--- src/rtl/serin_irq_pkg.sv ---
package serin_irq_pkg;

  typedef enum logic [1:0] {
    TRG_LEVEL = 2'd0,
    TRG_ANY   = 2'd1,
    TRG_FALL  = 2'd2,
    TRG_RISE  = 2'd3
  } trg_e;

  // Event for one pin on an accepted sample.
  function automatic logic pin_event(trg_e t, logic act_low, logic cur,
                                     logic prv, logic primed);
    logic e;
    case (t)
      TRG_LEVEL: e = cur ^ act_low;
      TRG_ANY:   e = primed & (cur ^ prv);
      TRG_FALL:  e = primed & prv & ~cur;
      default:   e = primed & ~prv & cur;
    endcase
    return e;
  endfunction

endpackage

--- src/rtl/serin_irq_detect.sv ---
module serin_irq_detect
  import serin_irq_pkg::*;
#(
  parameter int NPORTS = 32,
  parameter int NBITS  = 4
) (
  input  logic                          clk,
  input  logic                          rst_n,
  input  logic                          in_valid,
  input  logic [NBITS-1:0][NPORTS-1:0]  din,
  input  logic [NBITS-1:0][NPORTS-1:0]  trig_lo,
  input  logic [NBITS-1:0][NPORTS-1:0]  trig_hi,
  input  logic [NBITS-1:0][NPORTS-1:0]  pol,
  output logic [NBITS-1:0][NPORTS-1:0]  evt
);

  logic [NBITS-1:0][NPORTS-1:0] prev_q;
  logic                         primed_q;

  always_ff @(posedge clk or negedge rst_n) begin
    if (!rst_n) begin
      prev_q   <= '0;
      primed_q <= 1'b0;
    end else if (in_valid) begin
      prev_q   <= din;
      primed_q <= 1'b1;
    end
  end

  for (genvar gb = 0; gb < NBITS; gb++) begin : g_bit
    for (genvar gp = 0; gp < NPORTS; gp++) begin : g_port
      assign evt[gb][gp] = in_valid &
        pin_event(trg_e'({trig_hi[gb][gp], trig_lo[gb][gp]}), pol[gb][gp],
                  din[gb][gp], prev_q[gb][gp], primed_q);
    end
  end

  // Pins configured with any edge type.
  logic [NBITS-1:0][NPORTS-1:0] edge_mask;
  assign edge_mask = trig_lo | trig_hi;


  first_sample_no_edge_chk: assert property (@(posedge clk) disable iff (!rst_n)
    (in_valid && !primed_q) |-> ((evt & edge_mask) == '0));


  idle_no_event_chk: assert property (@(posedge clk) disable iff (!rst_n)
    !in_valid |-> (evt == '0));

endmodule

--- src/rtl/serin_irq_regs.sv ---
module serin_irq_regs #(
  parameter int NPORTS = 32,
  parameter int NBITS  = 4,
  parameter int AW     = 5
) (
  input  logic                          clk,
  input  logic                          rst_n,
  input  logic                          we,
  input  logic [AW-1:0]                 addr,
  input  logic [NPORTS-1:0]             wdata,
  output logic [NPORTS-1:0]             rdata,
  input  logic [NBITS-1:0][NPORTS-1:0]  evt,
  output logic [NBITS-1:0][NPORTS-1:0]  trig_lo,
  output logic [NBITS-1:0][NPORTS-1:0]  trig_hi,
  output logic [NBITS-1:0][NPORTS-1:0]  pol,
  output logic                          irq
);

  localparam int TRIG_BASE  = 0;
  localparam int POL_BASE   = 2 * NBITS;
  localparam int ENA_BASE   = 3 * NBITS;
  localparam int ACK_BASE   = 4 * NBITS;
  localparam int IDENT_BASE = 5 * NBITS;
  localparam int CFG_ADDR   = 6 * NBITS;

  logic [NBITS-1:0][NPORTS-1:0] ena_q, pend_q, ack_vec, ident;
  logic                         cfg_en_q;

  always_comb begin
    for (int b = 0; b < NBITS; b++)
      ack_vec[b] = (we && addr == AW'(ACK_BASE + b)) ? wdata : '0;
  end

  always_ff @(posedge clk or negedge rst_n) begin
    if (!rst_n) begin
      trig_lo  <= '0;
      trig_hi  <= '0;
      pol      <= '0;
      ena_q    <= '0;
      cfg_en_q <= 1'b0;
    end else if (we) begin
      for (int b = 0; b < NBITS; b++) begin
        if (addr == AW'(TRIG_BASE + b))         trig_lo[b] <= wdata;
        if (addr == AW'(TRIG_BASE + NBITS + b)) trig_hi[b] <= wdata;
        if (addr == AW'(POL_BASE + b))          pol[b]     <= wdata;
        if (addr == AW'(ENA_BASE + b))          ena_q[b]   <= wdata;
      end
      if (addr == AW'(CFG_ADDR)) cfg_en_q <= wdata[0];
    end
  end

  // New events are ORed in after the clear, so they win over an acknowledge.
  always_ff @(posedge clk or negedge rst_n) begin
    if (!rst_n) pend_q <= '0;
    else        pend_q <= (pend_q & ~ack_vec) | evt;
  end

  assign ident = pend_q & ena_q;
  assign irq   = cfg_en_q & (ident != '0);

  always_comb begin
    rdata = '0;
    for (int b = 0; b < NBITS; b++) begin
      if (addr == AW'(TRIG_BASE + b))         rdata = trig_lo[b];
      if (addr == AW'(TRIG_BASE + NBITS + b)) rdata = trig_hi[b];
      if (addr == AW'(POL_BASE + b))          rdata = pol[b];
      if (addr == AW'(ENA_BASE + b))          rdata = ena_q[b];
      if (addr == AW'(IDENT_BASE + b))        rdata = ident[b];
    end
    if (addr == AW'(CFG_ADDR)) rdata = {{(NPORTS-1){1'b0}}, cfg_en_q};
  end


  event_wins_chk: assert property (@(posedge clk) disable iff (!rst_n)
    (evt != '0) |=> ((pend_q & $past(evt)) == $past(evt)));


  ack_clears_chk: assert property (@(posedge clk) disable iff (!rst_n)
    ((ack_vec != '0) && (evt == '0)) |=> ((pend_q & $past(ack_vec)) == '0));


  pend_sticky_chk: assert property (@(posedge clk) disable iff (!rst_n)
    ((ack_vec == '0) && (evt == '0)) |=> $stable(pend_q));


  irq_needs_ident_chk: assert property (@(posedge clk) disable iff (!rst_n)
    irq |-> ((pend_q & ena_q) != '0));

endmodule

--- src/rtl/serin_irq.sv ---
module serin_irq #(
  parameter int NPORTS = 32,
  parameter int NBITS  = 4,
  localparam int AW    = $clog2(6 * NBITS + 1)
) (
  input  logic                      clk,
  input  logic                      rst_n,
  input  logic                      in_valid,
  output logic                      in_ready,
  input  logic [NBITS*NPORTS-1:0]   in_word,
  input  logic                      reg_we,
  input  logic [AW-1:0]             reg_addr,
  input  logic [NPORTS-1:0]         reg_wdata,
  output logic [NPORTS-1:0]         reg_rdata,
  output logic                      irq
);

  logic [NBITS-1:0][NPORTS-1:0] din, evt, trig_lo, trig_hi, pol;

  assign din      = in_word;
  assign in_ready = 1'b1;

  serin_irq_detect #(.NPORTS(NPORTS), .NBITS(NBITS)) u_detect (
    .clk(clk), .rst_n(rst_n), .in_valid(in_valid), .din(din),
    .trig_lo(trig_lo), .trig_hi(trig_hi), .pol(pol), .evt(evt)
  );

  serin_irq_regs #(.NPORTS(NPORTS), .NBITS(NBITS), .AW(AW)) u_regs (
    .clk(clk), .rst_n(rst_n), .we(reg_we), .addr(reg_addr),
    .wdata(reg_wdata), .rdata(reg_rdata), .evt(evt),
    .trig_lo(trig_lo), .trig_hi(trig_hi), .pol(pol), .irq(irq)
  );


  always_comb begin
    ready_high_chk: assert (in_ready == 1'b1);
  end

endmodule

--- config.mk ---
export PLATFORM = sky130hd
export DESIGN_NAME = serin_irq
export DESIGN_NICKNAME = d
export VERILOG_FILES = /design/src/rtl/serin_irq_pkg.sv /design/src/rtl/serin_irq_detect.sv /design/src/rtl/serin_irq_regs.sv /design/src/rtl/serin_irq.sv
export SDC_FILE = /design/constraint.sdc
export NUM_CORES = 2
export LEC_CHECK = 0
export BUFFER_PORTS_ARGS = -buffer_cell sky130_fd_sc_hd__buf_2
export CAP_MARGIN = 25
export CORE_MARGIN = 2
export CORE_UTILIZATION = 50
export DETAILED_ROUTE_END_ITERATION = 6
export PLACE_DENSITY = 0.67
export SETUP_SLACK_MARGIN = 0.1
export SLEW_MARGIN = 0
export SYNTH_ARGS = -nofsm -noshare
export SYNTH_HDL_FRONTEND = slang
export SYNTH_SLANG_ARGS = --single-unit
--- constraint.sdc ---
create_clock -name clk -period 2.4 [get_ports clk]
set_clock_uncertainty 0.15 [all_clocks]
set_input_delay 0.12 -clock clk [delete_from_list [all_inputs] [get_ports clk]]
set_output_delay 0.12 -clock clk [all_outputs]
set_load 0.02 [all_outputs]
# Word level (Yosys, flattened, before mapping)
# Index checks and enable logic that the tools add are counted.
[classes]
addsub = 0
mul = 0
n_div = 0
n_lt_le_gt_ge = 0
eq_ne = 280
shifts = 0
mux = 153
n_bitwise = 1285
n_reduce_logical = 151
[op_table]
columns = ["op", "n"]
rows = [
  ["two-way mux 32 bit", 25],
  ["bitwise AND 1 bit", 769],
  ["case mux 1 bit (3 select lines)", 128],
  ["bitwise AND 128 bit", 2],
  ["equality test 2 x 1 -> 1 bit (second input constant)", 128],
  ["equality test 2 bit (second input constant)", 128],
  ["zero test 2 bit", 128],
  ["NOT 1 bit", 256],
  ["bitwise XOR 1 bit", 256],
  ["NOT 128 bit", 1],
  ["OR 128 bit", 1],
  ["nonzero test 128 bit", 1],
  ["equality test 5 bit (second input constant)", 9],
  ["equality test 5 x 4 -> 1 bit (second input constant)", 8],
  ["AND reduction 2 bit", 17],
  ["equality test 5 x 3 -> 1 bit (second input constant)", 4],
  ["equality test 5 x 2 -> 1 bit (second input constant)", 2],
  ["equality test 5 x 1 -> 1 bit (second input constant)", 1],
  ["zero test 5 bit", 1],
  ["logical AND 1 bit", 4],
]
[word_totals]
ff_bits = 770
latchBits = 0
ramBits = 0
romBits = 0
input_bits = 169
output_inout_bits = 34
elab_cells = 1895
mem_count = 0

# Logic depth before layout (Yosys ltp)
[logic_depth]
depth_word = 22
ltp_mapped = 10
ltp_nobuf = 6

# Cells and area by module
# A second synthesis with hierarchy kept.
[hier_totals]
cells_unflattened = 3912
area_unflattened_um2 = 41698.7
[modules_own_cells]
columns = ["mod", "n_inst", "cells_each", "area_per_inst_um2", "seq_area_each_um2"]
rows = [
  ["serin_irq_regs", 1, 2712, 30588.1, 16040.4],
  ["serin_irq_detect", 1, 1198, 11099.4, 3228.1],
  ["serin_irq", 1, 2, 11.3, 0.0],
]

# Worst setup path before layout
# No wires, ideal clock.
[synth_path]
kind = "in2out"
start = "input reg_addr[3]"
end = "output reg_rdata[27]"
t_arrival_ps = 2275
required_ps = 2130
setup_slack_ps = -145
stages = 8
path_buffers = 2
cell_sequence = "buf_2 and2b_1 o21ai_0 clkbuf_1 o221ai_1 a32oi_1 a21oi_1 a2111oi_0"
[synth_via]
elab_chain_len = 22
elab_cells_between_ends = 42
cone_classes = "eq/ne (20); mux (21); reduce/logical (1)"
[synth_rtl]
columns = ["element", "line", "rtl"]
rows = [
  ["start: declaration", "serin_irq.sv:12", "input logic [AW-1:0] reg_addr,"],
  ["zero test 5 bit", "serin_irq_regs.sv:64", "if (addr == AW'(TRIG_BASE + b)) rdata = trig_lo[b];"],
  ["two-way mux 32 bit", "serin_irq_regs.sv:64", ""],
  ["two-way mux 32 bit", "serin_irq_regs.sv:65", "if (addr == AW'(TRIG_BASE + NBITS + b)) rdata = trig_hi[b];"],
  ["two-way mux 32 bit", "serin_irq_regs.sv:66", "if (addr == AW'(POL_BASE + b)) rdata = pol[b];"],
  ["two-way mux 32 bit", "serin_irq_regs.sv:67", "if (addr == AW'(ENA_BASE + b)) rdata = ena_q[b];"],
  ["two-way mux 32 bit", "serin_irq_regs.sv:68", "if (addr == AW'(IDENT_BASE + b)) rdata = ident[b];"],
  ["two-way mux 32 bit", "serin_irq_regs.sv:64", ""],
  ["two-way mux 32 bit", "serin_irq_regs.sv:65", ""],
  ["(+6 left out)", "--", ""],
  ["two-way mux 32 bit", "serin_irq_regs.sv:67", ""],
  ["two-way mux 32 bit", "serin_irq_regs.sv:68", ""],
  ["two-way mux 32 bit", "serin_irq_regs.sv:64", ""],
  ["two-way mux 32 bit", "serin_irq_regs.sv:65", ""],
  ["two-way mux 32 bit", "serin_irq_regs.sv:66", ""],
  ["two-way mux 32 bit", "serin_irq_regs.sv:67", ""],
  ["two-way mux 32 bit", "serin_irq_regs.sv:68", ""],
  ["two-way mux 32 bit (*)", "serin_irq_regs.sv:70", "if (addr == AW'(CFG_ADDR)) rdata = {{(NPORTS-1){1'b0}}, cfg_en_q};"],
  ["end: declaration", "serin_irq.sv:14", "output logic [NPORTS-1:0] reg_rdata,"],
]
# Mark *: on every way between the ends. The rest lies on a longest branch, timed or not.

# Final worst setup path
[layout_path]
start = "register u_regs.pend_q[118] (netlist name)"
end = "output irq"
[layout_via]
elab_chain_len = 3
[layout_rtl]
columns = ["element", "line", "rtl"]
rows = [
  ["start: declaration", "serin_irq_regs.sv:26", "logic [NBITS-1:0][NPORTS-1:0] ena_q, pend_q, ack_vec, ident;"],
  ["start signal: assignment", "serin_irq_regs.sv:55", "else pend_q <= (pend_q & ~ack_vec) | evt;"],
  ["bitwise AND 128 bit", "serin_irq_regs.sv:58", "assign ident = pend_q & ena_q;"],
  ["nonzero test 128 bit", "serin_irq_regs.sv:59", "assign irq = cfg_en_q & (ident != '0);"],
  ["bitwise AND 1 bit", "serin_irq_regs.sv:59", ""],
  ["end: declaration", "serin_irq.sv:15", "output logic irq"],
]
# Every way passes these cells.

==> impl_results.md <==
- Status: finished, violations left
- Violated checks: DRC, setup timing
- Synthesis-to-finish area growth: 31.3%
- Worst skew pair latency: 650 ps
- Critical path's slowest cell: dfrtp_1
- Power per cell area: 756 nW/um2
- Logic pwr share: 24.0%
- Root Driver: clkbuf_16
- Peak VDD IR: 612 uV
- Post-Place Cells: 5578
- Post-synthesis compound-gate area fraction: 16.8%
- Top delay family on crit path: compound AO/OA/AOI/OAI gates
- Vias in the first global route: 38700
- Final nets: 5028
- Drt first pass iters: 7
- Post-synth top flop: dfrtp_1
- Tot GR Track Use: 43.2%
- Most frequent cells in the layout: dfrtp_1 (718), mux2_2 (648), buf_4 (540)
- Main combinational cell family by area after synthesis: multiplexers
- Pin count of the biggest net entering global routing: 84
- Synthesized area: 42200 um2
- RePlAce Congestion: 1.10
- Final setup violation count: 27
- Post-Synth XOR/XNOR Area: 5.31%
- Slew HR: 34.6%
- CP bufs+invs: 3
- Initial DRC count: 4910
- Reg clk slew, reported paths: 60 ps
- CTS tree: built
- Static Leak: 23.8 nW
- Drt total wl: 189 mm
- Area of the core: 83600 um2
- EDFF count, synth: 0
- Setup crit end kind: output port
- Num CTS Buffers: 87
- Fillers: 6503
- Starting Density: 50.5%
- Crit path DAT: 2760 ps
- DRC: 2
- Critical Path RT: 2130 ps
- Die Y: 295 um
- Port Buffer Count: 201
- Leading cell type in the layout, fill and taps excluded: dfrtp_1
- Width of the chip: 295 um
- Unrepaired setup endpoints after global routing: true
- Post-route ant nets: 0
- Via Count: 39700
- Post-synthesis mux area share: 17.9%
- Register area share after synthesis: 45.7%
- Post-layout minimum cycle time: 3030 ps
- First-pass GRT wire length: 270 mm
- IO Pins: 203
- CP most frequent cell: buf_4
- Fmax: 331 MHz
- Initial antenna violation count: 10
- Total gr overflow: 0
- PnR worst setup slack: -625 ps
- Syn avg cell area: 10.4 um2
- Simple logic cell fraction of the synthesized area: 11.1%
- Clock Path Buffers: 3
- NetSw: 13.3 mW
- Seq pwr share: 42.5%
- Layout cells sized above 1: 38.7%
- Worst-path maximum fanout: 3
- Adder-cell share of the synthesized area: 0%
- Die ar.: 86800 um2
- Layout Cells excl Fill: 6016
- Slew Limit Fails: 0
- Register bit total from synthesis: 770
- Critical Path, Cell by Cell: a221oi_2, nand4_1, nor4_2, buf_4, a41oi_2, buf_4, buf_6
- Slew @ Worst Pin: 973 ps
- Clk sink count: 770
- CP Class: flip-flop to output port
- Post-synth ARST share: 100%
- Startpoint class of the critical path: flip-flop
- Clock share of power: 33.5%
- Dominant cell type by area after synthesis: dfrtp_1
- P_int: 28.6 mW
- Mapped Cells: 4052
- Worst path max stage delay: 540 ps
- Row cnt: 106
- Warnings, synthesis: 0
- Distinct cells, synth: 80
- Max Cap Viol: 0
- Hpwl dp: 135 mm
- Hold Path Class: primary input to flip-flop
- PnR Total Power: 41.9 mW
- Sw frac: 31.8%
- Vias/cell: 6.60
- WL per Instance: 31.5 um
- H-tree depth: 3
- Final worst-path cycle share: 126%
- Final Hold Fails: 0
- Synth area leaders: dfrtp_1 (46%), mux2_2 (17%), xnor2_1 (5.3%), nand2_1 (3.9%), a22o_1 (2.9%)
- Syn_nets: 4221
- Post-synth top area share: 45.7%
[flip-flops by register name, indices dropped and copies added (netlist names)]
register           flops
u_regs.cfg_en_q        1
u_detect.primed_q      1
u_regs.pol           128
u_detect.prev_q      128
u_regs.ena_q         128
u_regs.pend_q        128
u_regs.trig_lo       128
u_regs.trig_hi       128
[worst paths after layout]
check	depth (start not counted)	slack [ps]	from	to
max in group asynchronous	3	1370	rst_n	u_regs.trig_lo[9]
setup / recovery	7	-630	u_regs.pend_q[118]	irq
hold / removal	3	140	in_word[126]	u_detect.prev_q[126]
hold reg to reg	1	360	u_regs.pend_q[57]	u_regs.pend_q[57]
min in group asynchronous	3	210	rst_n	u_regs.pol[27]
setup reg to reg	5	400	u_regs.pol[6]	u_regs.pend_q[6]
[layer usage]
layer | vias up | track usage [%] | share of wire, %
met2 | 2581 | 64.1 | 43
li1 | 16400 | - | -
met5 | - | 0 | 0.035
met1 | 19900 | 55.9 | 38
met3 | 712 | 12.3 | 11
met4 | 10 | 26.6 | 7.4
[stage by stage]
step | TNS [ps] | setup slack, ps | utilization (%) | area [um2] | hold slack [ps]
2_1_floorplan | 0 | 109 | - | 42200 | -326
3_3_place_gp | -23300 | -709 | 57.9 | 48400 | -16.2
3_5_place_dp | -27860 | -736 | 57.9 | 48400 | -17.0
4_1_cts | -4260 | -518 | 65.5 | 54700 | 134
5_1_grt | -5670 | -631 | 66.3 | 55400 | 165
6_report | -4660 | -625 | 66.3 | 55400 | 145
[worst register-to-register path, cell delays in order (launching register included)]
cell and delay, ps:
dfrtp_1 380, buf_4 130, buf_4 130, xnor2_1 120, o31ai_1 790, a22o_1 260
[repair_timing]
| action | CTS | global route |
|---|---|---|
| endpoints found under the hold margin | 1524 | 0 |
| buffers inserted | 68 | 25 |
| resized for setup | 303 | 128 |
| cloned | 0 | 0 |
| pin swaps | 105 | 73 |
| setup endpoints to repair | 33 | 33 |
| hold buffers | 181 | 0 |
[power groups by stage]
stage                     combinational [mW]  clock (mW)  sequential, mW
after floorplan                         5.45           0            16.8
after global placement                  8.38           0            17.8
after detailed placement                8.57           0            17.9
after CTS                               9.60        14.1            17.6
after global routing                    10.7        14.6            17.9
final                                   10.1        14.0            17.8
[cells in the mapped netlist (28+ instances only)]
library cell  instances
o31ai_1             142
dfrtp_1             770
buf_2               101
a22o_1              141
a22oi_1              48
xnor2_1             256
nand3_1              49
nor3b_1             131
nor2b_1              30
mux2_2              649
clkbuf_1            160
o22ai_1              61
nor2_1              224
a21oi_1             186
buf_1                28
nand2_1             439
o21ai_0             246
a21o_1               34
[cell families (layout without fill, tap and decap cells)]
| family | after synthesis | count (layout) |
|---|---|---|
| flops | 770 | 770 |
| simple gates | 987 | 987 |
| other cells | 1 | 5 |
| mux | 673 | 673 |
| compound gates | 1051 | 1051 |
| xor+xnor | 256 | 256 |
| buf+inv | 314 | 1194 |
[layout make-up]
type	instances	area (um2)	share of cell area, %
multi-input combinational	2968	22800	41.1
tap	1080	1350	2.44
sequential	770	19300	34.9
clock inverter	28	347	0.625
clock buffer	134	2630	4.74
antenna	4	10.0	0.0181
timing repair buffer	1017	8900	16.1
inverter	15	56.3	0.102
Note: power is estimated with default switching activity, not from simulation.
